==> src/rtl/xcan_pkg.sv <==
`timescale 1ns/1ps
package xcan_pkg;
    typedef enum logic [2:0] {
        ST_OFF   = 3'd0,
        ST_FEON  = 3'd1,
        ST_CAL   = 3'd2,
        ST_DET   = 3'd3,
        ST_CXL   = 3'd4,
        ST_RECAL = 3'd5
    } xst_e;
endpackage

==> src/rtl/xcan_avg.sv <==
`timescale 1ns/1ps
module xcan_avg #(
    parameter int W    = 12,
    parameter int NMIN = 4,
    parameter int NMAX = 10,
    localparam int LW  = $clog2(NMAX + 1)
) (
    input  logic                clk_i,
    input  logic                rst_ni,
    input  logic                clr_i,
    input  logic                add_i,
    input  logic signed [W-1:0] smp_i_i,
    input  logic signed [W-1:0] smp_q_i,
    input  logic [LW-1:0]       log2_i,
    output logic                done_o,
    output logic signed [W-1:0] avg_i_o,
    output logic signed [W-1:0] avg_q_o
);
    localparam int AW = W + NMAX + 1;
    localparam int KW = NMAX + 1;

    typedef struct packed {
        logic signed [AW-1:0] ai;
        logic signed [AW-1:0] aq;
        logic [KW-1:0]        cnt;
    } avg_s;

    avg_s r_d, r_q;
    logic [LW-1:0] n_eff;
    logic [KW-1:0] last;
    logic signed [AW-1:0] sum_i, sum_q;

    always_comb begin
        // window length is clamped to the supported range
        if (log2_i < LW'(NMIN))      n_eff = LW'(NMIN);
        else if (log2_i > LW'(NMAX)) n_eff = LW'(NMAX);
        else                         n_eff = log2_i;
        last    = (KW'(1) << n_eff) - KW'(1);
        sum_i   = r_q.ai + AW'(smp_i_i);
        sum_q   = r_q.aq + AW'(smp_q_i);
        done_o  = add_i && (r_q.cnt == last);
        avg_i_o = W'(sum_i >>> n_eff);
        avg_q_o = W'(sum_q >>> n_eff);
        r_d = r_q;
        if (clr_i || done_o) begin
            r_d = '0;
        end else if (add_i) begin
            r_d.ai  = sum_i;
            r_d.aq  = sum_q;
            r_d.cnt = r_q.cnt + KW'(1);
        end
    end

    always_ff @(posedge clk_i or negedge rst_ni) begin
        if (!rst_ni) r_q <= '0;
        else         r_q <= r_d;
    end

    // a cleared averager restarts its window from zero
    a_r3_clear_restarts: assert property (@(posedge clk_i) disable iff (!rst_ni)
        clr_i |=> (r_q.cnt == '0) && (r_q.ai == '0) && (r_q.aq == '0));
endmodule

==> src/rtl/xcan_pdet.sv <==
`timescale 1ns/1ps
module xcan_pdet #(
    parameter int W1 = 13,
    parameter int PW = 27,
    parameter int SW = 5
) (
    input  logic                 clk_i,
    input  logic                 rst_ni,
    input  logic                 en_i,
    input  logic                 vld_i,
    input  logic signed [W1-1:0] x_i_i,
    input  logic signed [W1-1:0] x_q_i,
    input  logic [SW-1:0]        shift_i,
    output logic [PW-1:0]        pwr_o
);
    logic signed [PW-1:0] xi_w, xq_w;
    logic [PW-1:0] e_w, p_d, p_q;

    assign xi_w = PW'(x_i_i);
    assign xq_w = PW'(x_q_i);

    always_comb begin
        e_w = $unsigned(xi_w * xi_w) + $unsigned(xq_w * xq_w);
        p_d = p_q;
        if (!en_i)      p_d = '0;
        else if (vld_i) p_d = p_q - (p_q >> shift_i) + (e_w >> shift_i);
    end

    always_ff @(posedge clk_i or negedge rst_ni) begin
        if (!rst_ni) p_q <= '0;
        else         p_q <= p_d;
    end

    assign pwr_o = p_q;

    // a disabled detector reads zero at the next edge
    a_r5_idle_clear: assert property (@(posedge clk_i) disable iff (!rst_ni)
        !en_i |=> (pwr_o == '0));
endmodule

==> src/rtl/xcan_path_seq.sv <==
`timescale 1ns/1ps
module xcan_path_seq
    import xcan_pkg::*;
#(
    parameter int W        = 12,
    parameter int NMIN     = 4,
    parameter int NMAX     = 10,
    parameter int WARM_CYC = 4,
    parameter int CW       = 16,
    parameter int SW       = 5,
    localparam int LW      = $clog2(NMAX + 1),
    localparam int PW      = 2 * (W + 1) + 1
) (
    input  logic                clk_i,
    input  logic                rst_ni,
    input  logic                req_i,
    input  logic                smp_valid_i,
    input  logic signed [W-1:0] smp_i_i,
    input  logic signed [W-1:0] smp_q_i,
    input  logic [LW-1:0]       cal_log2_i,
    input  logic [SW-1:0]       det_shift_i,
    input  logic [PW-1:0]       thr_on_i,
    input  logic [PW-1:0]       thr_off_i,
    input  logic [CW-1:0]       recal_ivl_i,
    input  logic [PW-1:0]       cxl_pwr_i,
    output logic [2:0]          state_o,
    output logic                fe_en_o,
    output logic                cxl_en_o,
    output logic                ref_valid_o,
    output logic signed [W:0]   ref_i_o,
    output logic signed [W:0]   ref_q_o
);
    typedef struct packed {
        xst_e                st;
        logic [CW-1:0]       cnt;
        logic signed [W-1:0] off_i;
        logic signed [W-1:0] off_q;
        logic                ref_v;
        logic signed [W:0]   ref_i;
        logic signed [W:0]   ref_q;
    } seq_s;

    seq_s s_d, s_q;

    logic cal_on, avg_add, avg_clr, avg_done, det_en;
    logic signed [W-1:0] avg_i, avg_q;
    logic signed [W:0] cor_i, cor_q;
    logic [PW-1:0] det_pwr;

    assign cal_on  = (s_q.st == ST_CAL) || (s_q.st == ST_RECAL);
    assign avg_add = cal_on && smp_valid_i;
    assign avg_clr = !cal_on || !req_i;
    assign det_en  = (s_q.st == ST_DET) && req_i;
    assign cor_i   = (W+1)'(smp_i_i) - (W+1)'(s_q.off_i);
    assign cor_q   = (W+1)'(smp_q_i) - (W+1)'(s_q.off_q);

    xcan_avg #(.W(W), .NMIN(NMIN), .NMAX(NMAX)) u_avg (
        .clk_i   (clk_i),
        .rst_ni  (rst_ni),
        .clr_i   (avg_clr),
        .add_i   (avg_add),
        .smp_i_i (smp_i_i),
        .smp_q_i (smp_q_i),
        .log2_i  (cal_log2_i),
        .done_o  (avg_done),
        .avg_i_o (avg_i),
        .avg_q_o (avg_q)
    );

    xcan_pdet #(.W1(W + 1), .PW(PW), .SW(SW)) u_pdet (
        .clk_i   (clk_i),
        .rst_ni  (rst_ni),
        .en_i    (det_en),
        .vld_i   (smp_valid_i),
        .x_i_i   (cor_i),
        .x_q_i   (cor_q),
        .shift_i (det_shift_i),
        .pwr_o   (det_pwr)
    );

    always_comb begin
        s_d = s_q;
        s_d.ref_v = (s_q.st != ST_OFF) && smp_valid_i;
        if (s_d.ref_v) begin
            s_d.ref_i = cor_i;
            s_d.ref_q = cor_q;
        end
        unique case (s_q.st)
            ST_OFF: begin
                s_d.st  = ST_FEON;
                s_d.cnt = '0;
            end
            ST_FEON: begin
                if (s_q.cnt == CW'(WARM_CYC - 1)) begin
                    s_d.st  = ST_CAL;
                    s_d.cnt = '0;
                end else begin
                    s_d.cnt = s_q.cnt + CW'(1);
                end
            end
            ST_CAL, ST_RECAL: begin
                if (avg_done) begin
                    s_d.off_i = avg_i;
                    s_d.off_q = avg_q;
                    s_d.st    = ST_DET;
                    s_d.cnt   = '0;
                end
            end
            ST_DET: begin
                if (det_pwr > thr_on_i) begin
                    s_d.st  = ST_CXL;
                    s_d.cnt = '0;
                end else if ((recal_ivl_i != '0) && smp_valid_i) begin
                    if (s_q.cnt >= recal_ivl_i - CW'(1)) begin
                        s_d.st  = ST_RECAL;
                        s_d.cnt = '0;
                    end else begin
                        s_d.cnt = s_q.cnt + CW'(1);
                    end
                end
            end
            ST_CXL: begin
                if (cxl_pwr_i < thr_off_i) begin
                    s_d.st  = ST_DET;
                    s_d.cnt = '0;
                end
            end
            default: s_d = '0;
        endcase
        if (!req_i) s_d = '0;
    end

    always_ff @(posedge clk_i or negedge rst_ni) begin
        if (!rst_ni) s_q <= '0;
        else         s_q <= s_d;
    end

    assign state_o     = s_q.st;
    assign fe_en_o     = (s_q.st != ST_OFF);
    assign cxl_en_o    = (s_q.st == ST_CXL);
    assign ref_valid_o = s_q.ref_v;
    assign ref_i_o     = s_q.ref_i;
    assign ref_q_o     = s_q.ref_q;

    // a request in idle starts the front end at the next edge
    a_r2_wake: assert property (@(posedge clk_i) disable iff (!rst_ni)
        (s_q.st == ST_OFF) && req_i |=> (s_q.st == ST_FEON) && fe_en_o);

    // the offset stays fixed while detecting or cancelling
    a_r4_offset_hold: assert property (@(posedge clk_i) disable iff (!rst_ni)
        ((s_q.st == ST_DET) || (s_q.st == ST_CXL)) && req_i |=> $stable(s_q.off_i) && $stable(s_q.off_q));

    // the canceller starts only after a detector reading above the enable threshold
    a_r6_cancel_entry: assert property (@(posedge clk_i) disable iff (!rst_ni)
        $rose(cxl_en_o) |-> $past(s_q.st == ST_DET) && $past(det_pwr > thr_on_i));

    // low canceller power always ends cancelling
    a_r7_cancel_exit: assert property (@(posedge clk_i) disable iff (!rst_ni)
        (s_q.st == ST_CXL) && req_i && (cxl_pwr_i < thr_off_i) |=> (s_q.st == ST_DET));

    // recalibration is only entered from detection
    a_r8_recal_origin: assert property (@(posedge clk_i) disable iff (!rst_ni)
        (s_q.st == ST_RECAL) && ($past(s_q.st) != ST_RECAL) |-> ($past(s_q.st) == ST_DET));

    // a dropped request clears state, enables and offset
    a_r9_drop_to_off: assert property (@(posedge clk_i) disable iff (!rst_ni)
        !req_i |=> (s_q.st == ST_OFF) && !cxl_en_o && !ref_valid_o && (s_q.off_i == '0) && (s_q.off_q == '0));
endmodule

==> config.mk <==
export PLATFORM = sky130hd
export DESIGN_NAME = xcan_path_seq
export DESIGN_NICKNAME = d
export VERILOG_FILES = /design/src/rtl/xcan_pkg.sv /design/src/rtl/xcan_avg.sv /design/src/rtl/xcan_pdet.sv /design/src/rtl/xcan_path_seq.sv
export SDC_FILE = /design/constraint.sdc
export NUM_CORES = 2
export LEC_CHECK = 0
export ABC_AREA = 0
export BUFFER_PORTS_ARGS = -buffer_cell sky130_fd_sc_hd__buf_2
export CORE_AREA = 2 2 275 195
export CTS_CLUSTER_SIZE = 25
export DETAILED_ROUTE_END_ITERATION = 6
export DIE_AREA = 0 0 277 197
export GPL_TIMING_DRIVEN = 0
export HOLD_SLACK_MARGIN = 0.06
export PLACE_DENSITY = 0.75
export SYNTH_ARGS = -nofsm -noshare
export SYNTH_HDL_FRONTEND = slang
export SYNTH_SLANG_ARGS = --single-unit
export TNS_END_PERCENT = 5
==> constraint.sdc <==
create_clock -name clk_i -period 16.13 [get_ports clk_i]
set_clock_uncertainty 0.15 [all_clocks]
set_input_delay 1.613 -clock clk_i [delete_from_list [all_inputs] [get_ports clk_i]]
set_output_delay 1.613 -clock clk_i [all_outputs]
set_load 0.1 [all_outputs]
==> summary.md <==
| Metric | Value |
|---|---|
| Status | completed |
| Clk root buf | clkbuf_16 |
| Num Clock Sinks | 152 |
| Critical Path AT | 15,710 ps |
| Layout cells sized above 1 | 8.639% |
| Slowest CP cell | a211oi_1 |
| Worst Hold Class | register to register |
| Synth Register Bits | 152 |
| Vias | 28,240 |
| Htree depth | 4 |
| Critical Path Fanout Max | 9 |
| Post-synth EDFFs | 0 |
| Fill cells | 4,682 |
| Worst slew margin | 6.520% |
| Total gr overflow | 0 |
| CTS tree | built |
| Largest cells by area after synthesis | fa_1 20%, ha_1 14%, dfrtp_1 12%, inv_1 6.9%, nor2_1 4.4% |
| Antenna viol nets, final | 0 |
| Clk buf depth | 2 |
| Max-cap violations | 0 |
| Register area share after synthesis | 12.32% |
| Mapped Area | 0.03088 sq mm |
| CP Capture Type | register |
| CTS buffer count | 17 |
| Initial antenna violation count | 3 |
| Io pins | 166 |
| CP max stage delay | 740 ps |
| Worst Setup Start Kind | primary input |
| PortBufs | 158 |
| Commonest non-fill, non-tap cell in the layout | inv_1 |
| Top FF cell, synth | dfrtp_1 |
| Avg WL per Cell | 20.76 microns |
| Initial core utilization | 59.56% |
| Worst path required time | 16,310 ps |
| Via density | 6.078 |
| Final setup fails | 0 |
| Synthesis Warnings | 0 |
| Tmin final | 15,530 ps |
| Nets | 4,730 |
| Fin. max-slew vios | 0 |
| Final Cycle Share | 96.30% |
| Post-Route WL | 96,450 microns |
| Crit Path Category | primary input to register |
| Final Core Density | 64.43% |
| Routability-driven placement congestion ratio | 1.060 |
| Core ar. | 0.05185 sq mm |
| Post-synth top area cell | fa_1 |
| Reg clk slew, reported paths | 70 ps |
| Largest net degree at the start of global routing | 100 |
| Async SR Flop Fraction | 100.0% |
| Overall routing resource usage | 36.08% |
| Drt pass-1 iters | 6 |
| Top-area cell type share of the netlist area | 20.03% |
| Avg Synthesized Cell Area | 8.221 sq um |
| Yosys cell types | 89 |
| Die Y | 197 microns |
| # rows | 70 |
| DRC | 0 |
| Post-DP HPWL | 78,650 microns |
| First-pass GRT wire length | 152,800 microns |
| Final Hold Viols | 0 |
| Most frequent cells in the layout | 563 x inv_1, 358 x nor2_1, 341 x ha_1 |
| Syn Inst Count | 3,756 |
| Fmax | 64.38 MHz |
| Area delta synth->final | 8.181% |
| Vias in the first global route | 27,470 |
| Die width | 277 microns |
| Die area | 0.05457 sq mm |
| Clk Latency, worst-skew pair | 480 ps |
| Least-Margin Pin Slew | 1392 ps |
| DR iter-0 viols | 3,321 |
==> Yosys cell counts, types with 38 or more instances <==
cell type and instances:
inv_1 564, xnor2_1 119, nand3_1 58, and3_1 43
mux2i_1 102, o21ai_0 143, a21o_1 77, nor3_1 80
nor2_1 362, ha_1 341, nand2b_1 38, dfrtp_1 152
xor2_1 52, a211oi_1 72, clkbuf_1 116, a21oi_1 186
nand2_1 323, fa_1 309
==> through the flow <==
step | cells | worst slack (ps) | instance area [sq um] | hold slack [ps] | setup TNS, ps
global route | 4644 | -129.1 | 33400 | 369.4 | -214.8
global placement | 4600 | -1401 | 32530 | 313.7 | -19400
CTS | 4633 | 97.93 | 33190 | 338.1 | 0
finish | 4646 | 596.5 | 33410 | 338.3 | 0
floorplan | 3758 | 2360 | 30890 | 298.5 | 0
detailed placement | 4601 | -1306 | 32570 | 321.7 | -18090
==> cell type report <==
cell class	count	area [sq um]	area share, %
sequential	152	3804	11.39
multi-input combinational	2856	24290	72.73
tap	684	855.8	2.562
timing repair buffer	170	923.4	2.764
inverter	578	2181	6.528
clock inverter	13	138.9	0.4157
antenna	3	7.507	0.02247
clock buffer	19	432.9	1.296
buffer	171	768.2	2.300
==> flip-flops by register name, summed over array words and instances, names as in the netlist <==
name	count
u_pdet.pwr_o	27
ref_valid_o	1
state_o	3
ref_i_o	13
s_q	40
ref_q_o	13
u_avg.r_q	55
==> cell families after synthesis <==
kind of cell / Yosys count / share of synthesized area (%)
AND/OR/NAND/NOR: 1065 / 15.66
buffers and inverters: 750 / 9.502
XOR/XNOR: 171 / 4.850
multiplexers: 139 / 5.750
other: 2 / 0.02432
AO/OA/AOI/OAI: 827 / 18.05
flip-flops: 152 / 12.32
adder cells (fa/ha/maj): 650 / 33.85
==> worst max-delay path, delay by kind of cell <==
kind / cells / cell delay, ps
AO/OA/AOI/OAI: 24 / 7220
XOR/XNOR: 3 / 660
AND/OR/NAND/NOR: 6 / 1140
buffers and inverters: 7 / 820
adder cells (fa/ha/maj): 11 / 4230
==> path summary, 6_finish.rpt <==
kind / startpoint / endpoint / slack (ps) / cells after the start
max in group asynchronous: rst_ni / s_q[31]$_DFFE_PN0P_ / 14000 / 2
min in group asynchronous: rst_ni / ref_i_o[7]$_DFFE_PN0P_ / 890 / 1
worst min-delay path: ref_i_o[10]$_DFFE_PN0P_ / ref_i_o[10]$_DFFE_PN0P_ / 340 / 2
worst min register to register: ref_i_o[10]$_DFFE_PN0P_ / ref_i_o[10]$_DFFE_PN0P_ / 340 / 2
worst max-delay path: smp_i_i[1] / u_pdet.pwr_o[26]$_DFFE_PN0P_ / 600 / 51
worst max register to register: s_q[40]$_DFFE_PN0P_ / u_pdet.pwr_o[26]$_DFFE_PN0P_ / 1480 / 51
==> per-layer routing <==
layer,track usage [%],part of all wire [%],vias up
met3,13.66,14,166
met2,51.15,40,1496
met4,8.575,2.4,6
met1,51.82,44,13410
met5,0,0.079,-
li1,-,-,13160
==> timing repair <==
action / CTS / global route
gates resized for setup: 8 / 34
cloned: 0 / 0
hold buffers: 0 / 0
pin swaps: 0 / 5
setup endpoints to repair: 19 / 20
setup buffers: 0 / 11
Power is left out: the tool's default activity adds up to more than one toggle a clock period on the data nets, which glitch-free logic cannot reach.
